==> config.mk <==
export PLATFORM = sky130hd
export DESIGN_NAME = xsort_top
export DESIGN_NICKNAME = d
export VERILOG_FILES = /design/src/rtl/xsort_pkg.sv /design/src/rtl/xsort_dpram.sv /design/src/rtl/xsort_cmp.sv /design/src/rtl/xsort_ctrl.sv /design/src/rtl/xsort_top.sv
export SDC_FILE = /design/constraint.sdc
export NUM_CORES = 1
export LEC_CHECK = 0
export ABC_CLOCK_PERIOD_IN_PS = 2950
export BUFFER_PORTS_ARGS = -buffer_cell sky130_fd_sc_hd__buf_2
export CAP_MARGIN = 15
export CORE_ASPECT_RATIO = 0.7
export CORE_MARGIN = 1
export CORE_UTILIZATION = 30
export CTS_CLUSTER_SIZE = 28
export DETAILED_ROUTE_END_ITERATION = 8
export GPL_ROUTABILITY_DRIVEN = 0
export GPL_TIMING_DRIVEN = 0
export PLACE_DENSITY_LB_ADDON = 0.08
export SETUP_SLACK_MARGIN = 0.02
export SLEW_MARGIN = 20
export SYNTH_ARGS = -nofsm -noshare
export SYNTH_HDL_FRONTEND = slang
export SYNTH_SLANG_ARGS = --single-unit
export TNS_END_PERCENT = 5
==> constraint.sdc <==
create_clock -name clk -period 2.95 [get_ports clk]
set_input_delay 0.4425 -clock clk [delete_from_list [all_inputs] [get_ports clk]]
set_output_delay 0.4425 -clock clk [all_outputs]
set_load 0.02 [all_outputs]
==> src/rtl/xsort_pkg.sv <==
package xsort_pkg;
   typedef enum logic [3:0] {
      ST_IDLE,
      ST_LOAD,
      ST_ADDR,
      ST_CMP,
      ST_WR_I,
      ST_WR_J,
      ST_UNLD,
      ST_DRAIN,
      ST_FIN
   } xsort_state_e;
endpackage

==> src/rtl/xsort_dpram.sv <==
module xsort_dpram #(
   parameter int DATA_W = 8,
   parameter int DEPTH  = 8,
   localparam int AW    = (DEPTH > 1) ? $clog2(DEPTH) : 1
) (
   input  logic              clk,
   input  logic              a_re,
   input  logic [AW-1:0]     a_addr,
   output logic [DATA_W-1:0] a_q,
   input  logic              b_re,
   input  logic              b_we,
   input  logic [AW-1:0]     b_addr,
   input  logic [DATA_W-1:0] b_wd,
   output logic [DATA_W-1:0] b_q
);
   logic [DATA_W-1:0] mem [DEPTH];

   // port A: read only, registered output
   always_ff @(posedge clk) begin
      if (a_re) a_q <= mem[a_addr];
   end

   // port B: one access per cycle, write takes precedence
   always_ff @(posedge clk) begin
      if (b_we)      mem[b_addr] <= b_wd;
      else if (b_re) b_q <= mem[b_addr];
   end

   generate
      if ((1 << AW) != DEPTH) begin : g_partial_space

         always_ff @(posedge clk) begin
            if (a_re) begin
               a_addr_range_chk: assert (int'(a_addr) < DEPTH)
                  else $error("port A address out of range");
            end
            if (b_we || b_re) begin
               b_addr_range_chk: assert (int'(b_addr) < DEPTH)
                  else $error("port B address out of range");
            end
         end
      end
   endgenerate
endmodule

==> src/rtl/xsort_cmp.sv <==
module xsort_cmp #(
   parameter int DATA_W = 8
) (
   input  logic [DATA_W-1:0] lo_pos,
   input  logic [DATA_W-1:0] hi_pos,
   output logic              exchange
);
   // earlier position smaller than later position -> exchange
   assign exchange = (lo_pos < hi_pos);
endmodule

==> src/rtl/xsort_ctrl.sv <==
module xsort_ctrl
   import xsort_pkg::*;
#(
   parameter int DATA_W  = 8,
   parameter int N_ITEMS = 8,
   localparam int AW     = $clog2(N_ITEMS),
   localparam int CW     = AW + 1
) (
   input  logic              clk,
   input  logic              rst,
   input  logic              start,
   input  logic              in_valid,
   input  logic [DATA_W-1:0] in_data,
   input  logic [DATA_W-1:0] a_q,
   input  logic [DATA_W-1:0] b_q,
   input  logic              exchange,
   output logic              a_re,
   output logic [AW-1:0]     a_addr,
   output logic              b_re,
   output logic              b_we,
   output logic [AW-1:0]     b_addr,
   output logic [DATA_W-1:0] b_wd,
   output logic              out_valid,
   output logic              done
);
   localparam logic [CW-1:0] LAST_IDX = CW'(N_ITEMS - 1);
   localparam logic [CW-1:0] LAST_OUT = CW'(N_ITEMS - 2);

   xsort_state_e      state;
   logic [CW-1:0]     idx_i, idx_j, cnt;
   logic [DATA_W-1:0] op_i, op_j;
   logic              ov_q;

   always_ff @(posedge clk) begin
      if (rst) begin
         state <= ST_IDLE;
         idx_i <= '0;
         idx_j <= '0;
         cnt   <= '0;
         ov_q  <= 1'b0;
      end else begin
         ov_q <= (state == ST_UNLD);
         unique case (state)
            ST_IDLE: if (start) begin
               state <= ST_LOAD;
               cnt   <= '0;
            end
            ST_LOAD: if (in_valid) begin
               if (cnt == LAST_IDX) begin
                  state <= ST_ADDR;
                  idx_i <= '0;
                  idx_j <= CW'(1);
                  cnt   <= '0;
               end else begin
                  cnt <= cnt + 1'b1;
               end
            end
            ST_ADDR: state <= ST_CMP;
            ST_CMP, ST_WR_J: begin
               if (state == ST_CMP && exchange) begin
                  state <= ST_WR_I;
               end else if (idx_j == LAST_IDX) begin
                  if (idx_i == LAST_OUT) begin
                     state <= ST_UNLD;
                     cnt   <= '0;
                  end else begin
                     state <= ST_ADDR;
                     idx_i <= idx_i + 1'b1;
                     idx_j <= idx_i + CW'(2);
                  end
               end else begin
                  state <= ST_ADDR;
                  idx_j <= idx_j + 1'b1;
               end
            end
            ST_WR_I: state <= ST_WR_J;
            ST_UNLD: begin
               if (cnt == LAST_IDX) state <= ST_DRAIN;
               else                 cnt   <= cnt + 1'b1;
            end
            ST_DRAIN: state <= ST_FIN;
            ST_FIN:   state <= ST_IDLE;
            default:  state <= ST_IDLE;
         endcase
      end
   end

   // operand registers hold the old values for both swap writes
   always_ff @(posedge clk) begin
      if (state == ST_CMP) begin
         op_i <= a_q;
         op_j <= b_q;
      end
   end

   always_comb begin
      a_re   = 1'b0;
      a_addr = idx_i[AW-1:0];
      b_re   = 1'b0;
      b_we   = 1'b0;
      b_addr = idx_j[AW-1:0];
      b_wd   = op_i;
      unique case (state)
         ST_LOAD: begin
            b_we   = in_valid;
            b_addr = cnt[AW-1:0];
            b_wd   = in_data;
         end
         ST_ADDR: begin
            a_re = 1'b1;
            b_re = 1'b1;
         end
         ST_WR_I: begin
            b_we   = 1'b1;
            b_addr = idx_i[AW-1:0];
            b_wd   = op_j;
         end
         ST_WR_J: b_we = 1'b1;
         ST_UNLD: begin
            a_re   = 1'b1;
            a_addr = cnt[AW-1:0];
         end
         default: ;
      endcase
   end

   assign out_valid = ov_q;
   assign done      = (state == ST_FIN);


   pair_order_chk: assert property (@(posedge clk) disable iff (rst)
      (state inside {ST_ADDR, ST_CMP, ST_WR_I, ST_WR_J}) |->
         (idx_i < idx_j && idx_j <= LAST_IDX));

   swap_seq_chk: assert property (@(posedge clk) disable iff (rst)
      (state == ST_WR_J) |-> ($past(state) == ST_WR_I));

   cmp_after_fetch_chk: assert property (@(posedge clk) disable iff (rst)
      (state == ST_CMP) |-> ($past(state) == ST_ADDR));

   done_pulse_chk: assert property (@(posedge clk) disable iff (rst)
      done |=> !done);

   done_after_word_chk: assert property (@(posedge clk) disable iff (rst)
      done |-> (!out_valid && $past(out_valid)));

   load_write_chk: assert property (@(posedge clk) disable iff (rst)
      (b_we && !(state inside {ST_WR_I, ST_WR_J})) |-> (state == ST_LOAD && in_valid));
endmodule

==> src/rtl/xsort_top.sv <==
module xsort_top #(
   parameter int DATA_W  = 8,
   parameter int N_ITEMS = 8,
   localparam int AW     = (N_ITEMS > 1) ? $clog2(N_ITEMS) : 1
) (
   input  logic              clk,
   input  logic              rst,
   input  logic              start,
   input  logic              in_valid,
   input  logic [DATA_W-1:0] in_data,
   output logic              out_valid,
   output logic [DATA_W-1:0] out_data,
   output logic              done
);
   generate
      if (N_ITEMS < 2) begin : g_bad_len
         $error("N_ITEMS must be at least 2");
      end
      if (DATA_W < 1) begin : g_bad_width
         $error("DATA_W must be at least 1");
      end
   endgenerate

   logic              a_re, b_re, b_we, exchange;
   logic [AW-1:0]     a_addr, b_addr;
   logic [DATA_W-1:0] a_q, b_q, b_wd;

   xsort_dpram #(.DATA_W(DATA_W), .DEPTH(N_ITEMS)) u_ram (
      .clk   (clk),
      .a_re  (a_re),
      .a_addr(a_addr),
      .a_q   (a_q),
      .b_re  (b_re),
      .b_we  (b_we),
      .b_addr(b_addr),
      .b_wd  (b_wd),
      .b_q   (b_q)
   );

   xsort_cmp #(.DATA_W(DATA_W)) u_cmp (
      .lo_pos  (a_q),
      .hi_pos  (b_q),
      .exchange(exchange)
   );

   xsort_ctrl #(.DATA_W(DATA_W), .N_ITEMS(N_ITEMS)) u_ctrl (
      .clk      (clk),
      .rst      (rst),
      .start    (start),
      .in_valid (in_valid),
      .in_data  (in_data),
      .a_q      (a_q),
      .b_q      (b_q),
      .exchange (exchange),
      .a_re     (a_re),
      .a_addr   (a_addr),
      .b_re     (b_re),
      .b_we     (b_we),
      .b_addr   (b_addr),
      .b_wd     (b_wd),
      .out_valid(out_valid),
      .done     (done)
   );

   assign out_data = a_q;


   valid_len_chk: assert property (@(posedge clk) disable iff (rst)
      ($fell(out_valid)) |-> done);
endmodule

==> results of run 1 <==
==> stage by stage <==
| stage | cells | utilization [%] |
|---|---|---|
| after floorplan | 429 | - |
| after global placement | 685 | 33.1 |
| after detailed placement | 685 | 33.1 |
| after CTS | 719 | 37.0 |
| after global routing | 724 | 37.4 |
| final | 724 | 37.4 |
==> Yosys cell counts, drive strengths merged, types with 12 or more instances <==
master / instances
mux2i: 31
nand2: 36
o22ai: 15
buf: 12
edfxtp: 96
mux4: 16
dfxtp: 17
o21ai: 12
a21oi: 24
nor2: 22
inv: 14
ha: 12
==> sequential cells by signal (all words and copies together), names as in the netlist, 4 cells and up <==
name	count
u_ctrl.cnt	4
u_ctrl.idx_i	4
u_ctrl.idx_j	4
u_ctrl.op_i	8
u_ctrl.op_j	8
u_ctrl.state	4
u_ram.a_q	8
u_ram.b_q	8
u_ram.mem	64
==> power breakdown <==
part | switching, mW | internal, mW | leakage [nW]
sequential | 0.0185 | 1.78 | 1.01
combinational | 0.229 | 0.127 | 1.27
clock | 0.752 | 1.24 | 0.265
total | 1.00 | 3.15 | 2.54
==> logic make-up (layout without fill, tap and decap cells) <==
kind of cell,count (synthesis),in the layout,synth area share (%)
adders and majority gates,12,12,2.68
AOI/OAI and AO/OA,92,92,10.7
xor gates and xnor gates,2,2,0.312
muxes,55,55,13.9
and+or+nand+nor,120,120,11.7
DFF,113,113,57.4
buffers and inverters,35,94,3.23
==> final timing paths <==
kind	startpoint	to	slack [ps]
worst min-delay path	start	u_ctrl.state[0]	310
worst max register to register	u_ram.a_q[6]	u_ctrl.idx_i[1]	180
worst max-delay path	u_ram.a_q[6]	u_ctrl.idx_i[1]	180
worst min register to register	u_ram.b_q[3]	u_ctrl.op_j[3]	450
==> cell usage in the layout, fill, tap and decap left out, types with 7 or more instances in the layout <==
cell type / count
clkbuf_1: 7
o21ai_0: 12
a21oi_1: 23
nand2_1: 31
inv_1: 14
dfxtp_1: 17
ha_1: 12
nor2_4: 8
buf_4: 9
mux4_2: 12
a31oi_1: 7
clkbuf_16: 17
or2_1: 8
nand3_1: 8
o22ai_1: 15
nor2_1: 12
buf_2: 22
edfxtp_1: 96
a22oi_1: 8
mux2i_1: 28
mux2_2: 8
nand3b_1: 8
==> metal layers <==
| metal | track usage, % | vias to the layer above | wire length (um) |
|---|---|---|---|
| met3 | 3.66 | 15 | 659 |
| li1 | - | 1769 | - |
| met4 | 6.12 | 0 | 193 |
| met2 | 21.0 | 84 | 5650 |
| met5 | 0 | - | 0 |
| met1 | 25.2 | 1783 | 8080 |
==> area by class of cell <==
cell class	count	area (um^2)	share of cell area (%)
inverter	14	52.6	0.774
clock buffer	18	429	6.32
buffer	21	141	2.08
clock inverter	14	141	2.08
tap	236	295	4.35
multi-input combinational	281	2340	34.5
timing repair buffer	27	165	2.43
sequential	113	3220	47.5
==> repair_timing <==
item / in CTS / in global routing
pin swaps: 4 / 3
endpoints found under the setup margin: 80 / 74
setup buffers: 2 / 5
hold endpoints to repair: 0 / 0
resized for setup: 24 / 11
==> worst max-delay path, cell delays in order, from the launching register on <==
cell and delay, ps:
edfxtp_1 420, ha_1 340, and3_1 240, a221o_1 370, or3_1 340, a31oi_2 230
clkbuf_4 250, clkbuf_4 220, o21ai_0 100, a21oi_1 180
==> metrics.yaml, run 1 <==
run_status: "finished with violations"
violations: "DRC"
crit_fanout: 10
drt_iter0_drc: 339
ys_ff_latch: 113
ys_seq_area_share_pct: 57.4
grt.total_usage_pct: 16.1
hold_buffers: 0
required_ps: 3280
core_area_um2: 18200
cts.reportedPaths.clkPinSlew_ps: 60
nets: 499
synth_cells: 429
min_period_over_period_pct: 94.0
synth_largest_area_cell: "edfxtp_1"
power_mw: 4.14
grt_setup_unrepaired: "no"
min_path_type: "in2reg"
layout_setup_ws_ps: 177
die_w_um: 165
ir_worst_vdd_mv: 0.393
arrival_ps: 3100
clockBufferDepth: 2
antenna_found_initial: 0
antenna_cells: 0
fillers: 1743
synthTopCellsByArea: "edfxtp_1 51%, dfxtp_1 6.1%, mux2i_1 5.4%"
io_pins: 22
ant_nets: 0
crit_type: "reg2reg"
grt_pass1_vias: 3502
clkLatencyLatePin_ps: 420
numPortBuffers: 20
grt_pass1_wl_mm: 21.8
netlist_area_um2: 5610
vias_per_cell: 5.04
synth_edf_count: 96
powerDensity_nw_per_um2: 610
synth_top_area_share_pct: 51.4
critPathLaunchType: "flop"
maxSlewViolCount: 0
p_leak_nw: 2.54
grt_max_degree: 17
htree_levels: 4
setup_viol: 0
synth_cell_types: 56
cts_tree: "built"
clockRootBuffer: "clkbuf_16"
routed_wirelength_mm: 14.6
yosys_warnings: 0
grt_remaining_overflow: 0
dpl.hpwl_mm: 10.3
ys.flop_type: "edfxtp_1"
worstMarginPinSlew_ps: 741
tns_ps: 0
end_kind: "flop"
holdWs_ps: 310
drv_cap: 0
die_h_um: 116
synthArstFlopShare_pct: 0
worstRegToRegCells: 9
slew_headroom_pct: 50.6
routedWlPerCell_um: 20.1
syn_avg_cell_area_um2: 13.1
syn_to_final_growth_pct: 21.0
synth_fp_nets: 453
drc_errors: 11
postLayoutCellArea_um2: 6790
cts.sinks: 113
fin_crit_ps: 2770
rows: 41
skew_ps: 9.58
fmax_ghz: 0.361
drive_above_1_share_pct: 24.0
pre_cts_slack_ps: -783
cts_buffers: 17
vias: 3651
start_util_pct: 30.9
hold_viol: 0
dieArea_um2: 19300
dpl-instance-area_um2: 6020
hold_depth: 3
dr.pass1.iters: 6
No activity file was read; power rests on OpenSTA's default activity.
==> inputs of run 2 (changes only) <==
- MAX_ROUTING_LAYER: default -> met4
- SETUP_SLACK_MARGIN: 0.02 -> default
==> run 2 against run 1 <==
Against the previous run: the run still ends with DRC left; sequential cell count stayed put; first-iteration DRC count is 0.88% lower; critical path depth is 2 lower; power is 0.19% higher; register-to-register slack worse by 80 ps; routed wire length is 0.16% lower; sequential share of layout area is 0.18 points higher; hold slack worse by 3.8 ps; global-route usage is 0.53 points higher; clock-buffer cell count stayed put; critical path type unchanged.
==> metrics.yaml, run 2 (synthesized netlist as in run 1, its figures left out) <==
setup_viol: 0
pre_cts_slack_ps: -783
die_h_um: 116
vias_per_cell: 5.07
layout_common_cells: "96 x edfxtp_1, 31 x nand2_1, 28 x mux2i_1"
switching_share_pct: 24.3
syn_to_final_growth_pct: 20.6
cts.sinks: 113
ir_worst_vdd_mv: 0.399
final_common_cell: "edfxtp_1"
required_ps: 3120
maxSlewViolCount: 0
grt_pass1_wl_mm: 21.8
slew_headroom_pct: 51.3
switchingPower_mw: 1.01
fillers: 1750
hold_buffers: 0
fmax_ghz: 0.351
seq_power_share_pct: 43.4
start_util_pct: 30.9
vias: 3653
die_w_um: 165
routedWlPerCell_um: 20.2
drv_cap: 0
power_mw: 4.15
fin_util_pct: 37.2
ant_nets: 0
crit_fanout: 10
hold_viol: 0
min_period_over_period_pct: 96.7
dieArea_um2: 19300
cts_tree: "built"
grt.total_usage_pct: 16.7
violations: "DRC"
fin_crit_ps: 2850
antenna_found_initial: 0
core_area_um2: 18200
critPathLaunchType: "flop"
htree_levels: 4
run_status: "finished with violations"
layout_setup_ws_ps: 98.5
io_pins: 22
comb_power_share_pct: 8.6
intPower_mw: 3.14
clockBufferDepth: 2
cts.reportedPaths.clkPinSlew_ps: 60
dp_cells: 685
powerDensity_nw_per_um2: 614
drive_above_1_share_pct: 23.5
arrival_ps: 3020
routed_wirelength_mm: 14.6
antenna_cells: 0
clockRootBuffer: "clkbuf_16"
cts_buffers: 17
worstMarginPinSlew_ps: 730
largest_register_ffs: 64
skew_ps: 9.87
min_path_type: "in2reg"
grt_pass1_vias: 3495
p_clk_share_pct: 48.0
drt_iter0_drc: 336
dpl.hpwl_mm: 10.3
p_leak_nw: 2.52
end_kind: "flop"
clkLatencyLatePin_ps: 420
layoutNonFillerInstCount: 721
nets: 496
grt_setup_unrepaired: "yes"
rows: 41
crit_type: "reg2reg"
grt_remaining_overflow: 0
holdWs_ps: 307
numPortBuffers: 20
drc_errors: 12
grt_max_degree: 17
dr.pass1.iters: 7
top_register: "u_ram.mem"
==> run 2: power by group through the flow <==
stage / combinational (mW) / clock, mW / sequential [mW]
floorplan: 0.226 / 0 / 1.83
CTS: 0.354 / 2.03 / 1.80
global route: 0.389 / 2.09 / 1.80
finish: 0.357 / 1.99 / 1.80
detailed placement: 0.343 / 0 / 1.83
global placement: 0.340 / 0 / 1.83
==> run 2: area by class of cell <==
cell class | instances | area [um^2] | share of cell area, %
buffer | 21 | 139 | 2.05
clock buffer | 18 | 429 | 6.34
clock inverter | 14 | 141 | 2.09
inverter | 14 | 52.6 | 0.777
multi-input combinational | 281 | 2340 | 34.6
sequential | 113 | 3220 | 47.7
tap | 236 | 295 | 4.37
timing repair buffer | 24 | 143 | 2.11
==> run 2: timing repair <==
item	CTS	global route
hold endpoints to repair	0	0
pin swaps	2	1
setup buffers	1	3
resized for setup	24	11
setup endpoints to repair	80	88
==> run 2: worst max-delay path, stage by stage, from the launching register on <==
cell	delay, ps
dfxtp_1	370
buf_6	170
nand2_2	100
nor3_4	370
mux2i_4	490
buf_2	380
mux4_2	420
mux2_2	290
==> run 2: worst paths after layout <==
kind                   start              end  slack (ps)  cells past startpoint
min reg2reg     u_ram.b_q[3]   u_ctrl.op_j[3]         450                      0
max          u_ctrl.state[2]     u_ram.a_q[7]         100                      7
max reg2reg  u_ctrl.state[2]     u_ram.a_q[7]         100                      7
min                    start  u_ctrl.state[0]         310                      3
==> run 2: through the flow <==
stage	setup TNS [ps]	instance area, um^2
2_1_floorplan	0	5610
5_1_grt	-70.1	6760
3_5_place_dp	-43020	6020
3_3_place_gp	-42060	6010
4_1_cts	-628	6700
6_report	0	6760
==> run 2: routing by layer <==
layer,track usage (%),vias to the layer above,part of all wire (%)
met5,-,-,0
met4,6.30,0,1.6
met3,3.55,17,4.7
met2,21.1,87,39
met1,25.2,1777,55
li1,-,1772,-
==> inputs of run 3 (changes only) <==
- CORE_UTILIZATION: 30 -> 42
- PLACE_DENSITY_LB_ADDON: 0.08 -> default
==> run 3 against run 2 <==
Against the previous run: critical endpoint is now u_ram.b_q[3]; routed wire length is 8.8% lower; clock skew grew 1.9 ps; via count is 5.1% higher; global-route usage grew 4.0 points; the flow now finishes without violations; power up 3.7%; die area decreased by 28%.
==> metrics.yaml, run 3 (synthesized netlist as in run 1, its figures left out) <==
drc_errors: 0
drive_above_1_share_pct: 23.6
dpl.hpwl_mm: 9.14
grt_pass1_vias: 3594
clkLatencyLatePin_ps: 410
maxSlewViolCount: 0
grt_remaining_overflow: 0
htree_levels: 4
layout_common_cells: "96 x edfxtp_1, 33 x nand2_1, 29 x mux2i_1"
top_register: "u_ram.mem"
cts_tree: "built"
routed_wirelength_mm: 13.3
rows: 34
antenna_cells: 0
core_area_um2: 12700
numPortBuffers: 20
required_ps: 3100
dp_cells: 611
critPathLaunchType: "flop"
syn_to_final_growth_pct: 20.0
dieArea_um2: 13800
io_pins: 22
skew_ps: 11.8
clockRootBuffer: "clkbuf_16"
grt_pass1_wl_mm: 20.2
cts.reportedPaths.clkPinSlew_ps: 60
arrival_ps: 3040
largest_register_ffs: 64
min_path_type: "in2reg"
routedWlPerCell_um: 20.3
run_status: "finished clean"
grt.total_usage_pct: 20.6
start_util_pct: 44.1
antenna_found_initial: 0
layoutNonFillerInstCount: 653
postLayoutCellArea_um2: 6730
final_common_cell: "edfxtp_1"
fin_crit_ps: 2900
crit_fanout: 10
setup_viol: 0
fmax_ghz: 0.345
clockBufferDepth: 2
drt_iter0_drc: 303
min_period_over_period_pct: 98.2
die_h_um: 98.7
grt_max_degree: 17
dpl-instance-area_um2: 5920
fin_util_pct: 52.9
cts.sinks: 113
powerDensity_nw_per_um2: 639
cts_buffers: 17
hold_viol: 0
end_kind: "flop"
slew_headroom_pct: 27.1
die_w_um: 140
p_leak_nw: 2.57
power_mw: 4.31
ant_nets: 0
vias: 3838
drv_cap: 0
layout_setup_ws_ps: 53.9
worstMarginPinSlew_ps: 1060
ir_worst_vdd_mv: 0.351
vias_per_cell: 5.88
nets: 502
pre_cts_slack_ps: -639
grt_setup_unrepaired: "yes"
dr.pass1.iters: 5
crit_type: "reg2reg"
-- run 3: layout make-up --
| cell class | instances | area (um^2) |
|---|---|---|
| Fill cell | 1062 | 5990 |
| Multi-Input combinational cell | 281 | 2310 |
| Clock buffer | 18 | 429 |
| Tap cell | 162 | 203 |
| Inverter | 14 | 52.6 |
| Timing Repair Buffer | 30 | 188 |
| Buffer | 21 | 141 |
| Clock inverter | 14 | 189 |
| Sequential cell | 113 | 3220 |
-- run 3: worst paths after layout --
| kind | start | end | slack, ps | cells after the start |
|---|---|---|---|---|
| max | u_ctrl.state[0] | u_ram.b_q[3] | 50 | 9 |
| min | start | u_ctrl.state[0] | 320 | 3 |
| min reg2reg | u_ram.b_q[5] | u_ctrl.op_j[5] | 450 | 0 |
| max reg2reg | u_ctrl.state[0] | u_ram.b_q[3] | 50 | 9 |
-- run 3: report_power, final --
part	switching (mW)	internal [mW]	leakage, nW	total (mW)
registers	0.0188	1.78	1.01	1.80
logic	0.221	0.130	1.26	0.351
clock network	0.742	1.41	0.298	2.15
total	0.982	3.32	2.57	4.31
-- run 3: per-stage QoR --
stage                     hold WS (ps)  setup TNS, ps
after CTS                          309          -3470
after detailed placement           437         -34630
after floorplan                    426              0
after global routing               329           -358
after global placement             437         -26410
final                              323              0
-- run 3: what timing repair did --
item                                    4_1_cts  5_1_grt
resized for setup                            16       12
endpoints found under the setup margin       80       80
pin swaps                                     1        4
hold buffers                                  0        0
buffers inserted                              0       10
-- run 3: worst max-delay path: stages, from the launching register on --
cell and delay (ps):
dfxtp_1 390, buf_4 230, clkbuf_1 410, nand3b_1 140
a21oi_1 270, nor2_1 90, nand2_1 110, clkbuf_1 470
o22ai_1 240, or2_1 280
-- run 3: per-layer routing --
metal	vias to the layer above	wire length (um)	GRT usage, %
met1	1906	6790	30.7
li1	1781	-	-
met2	132	5480	27.5
met4	0	162	6.68
met3	19	842	4.71
met5	-	0	-
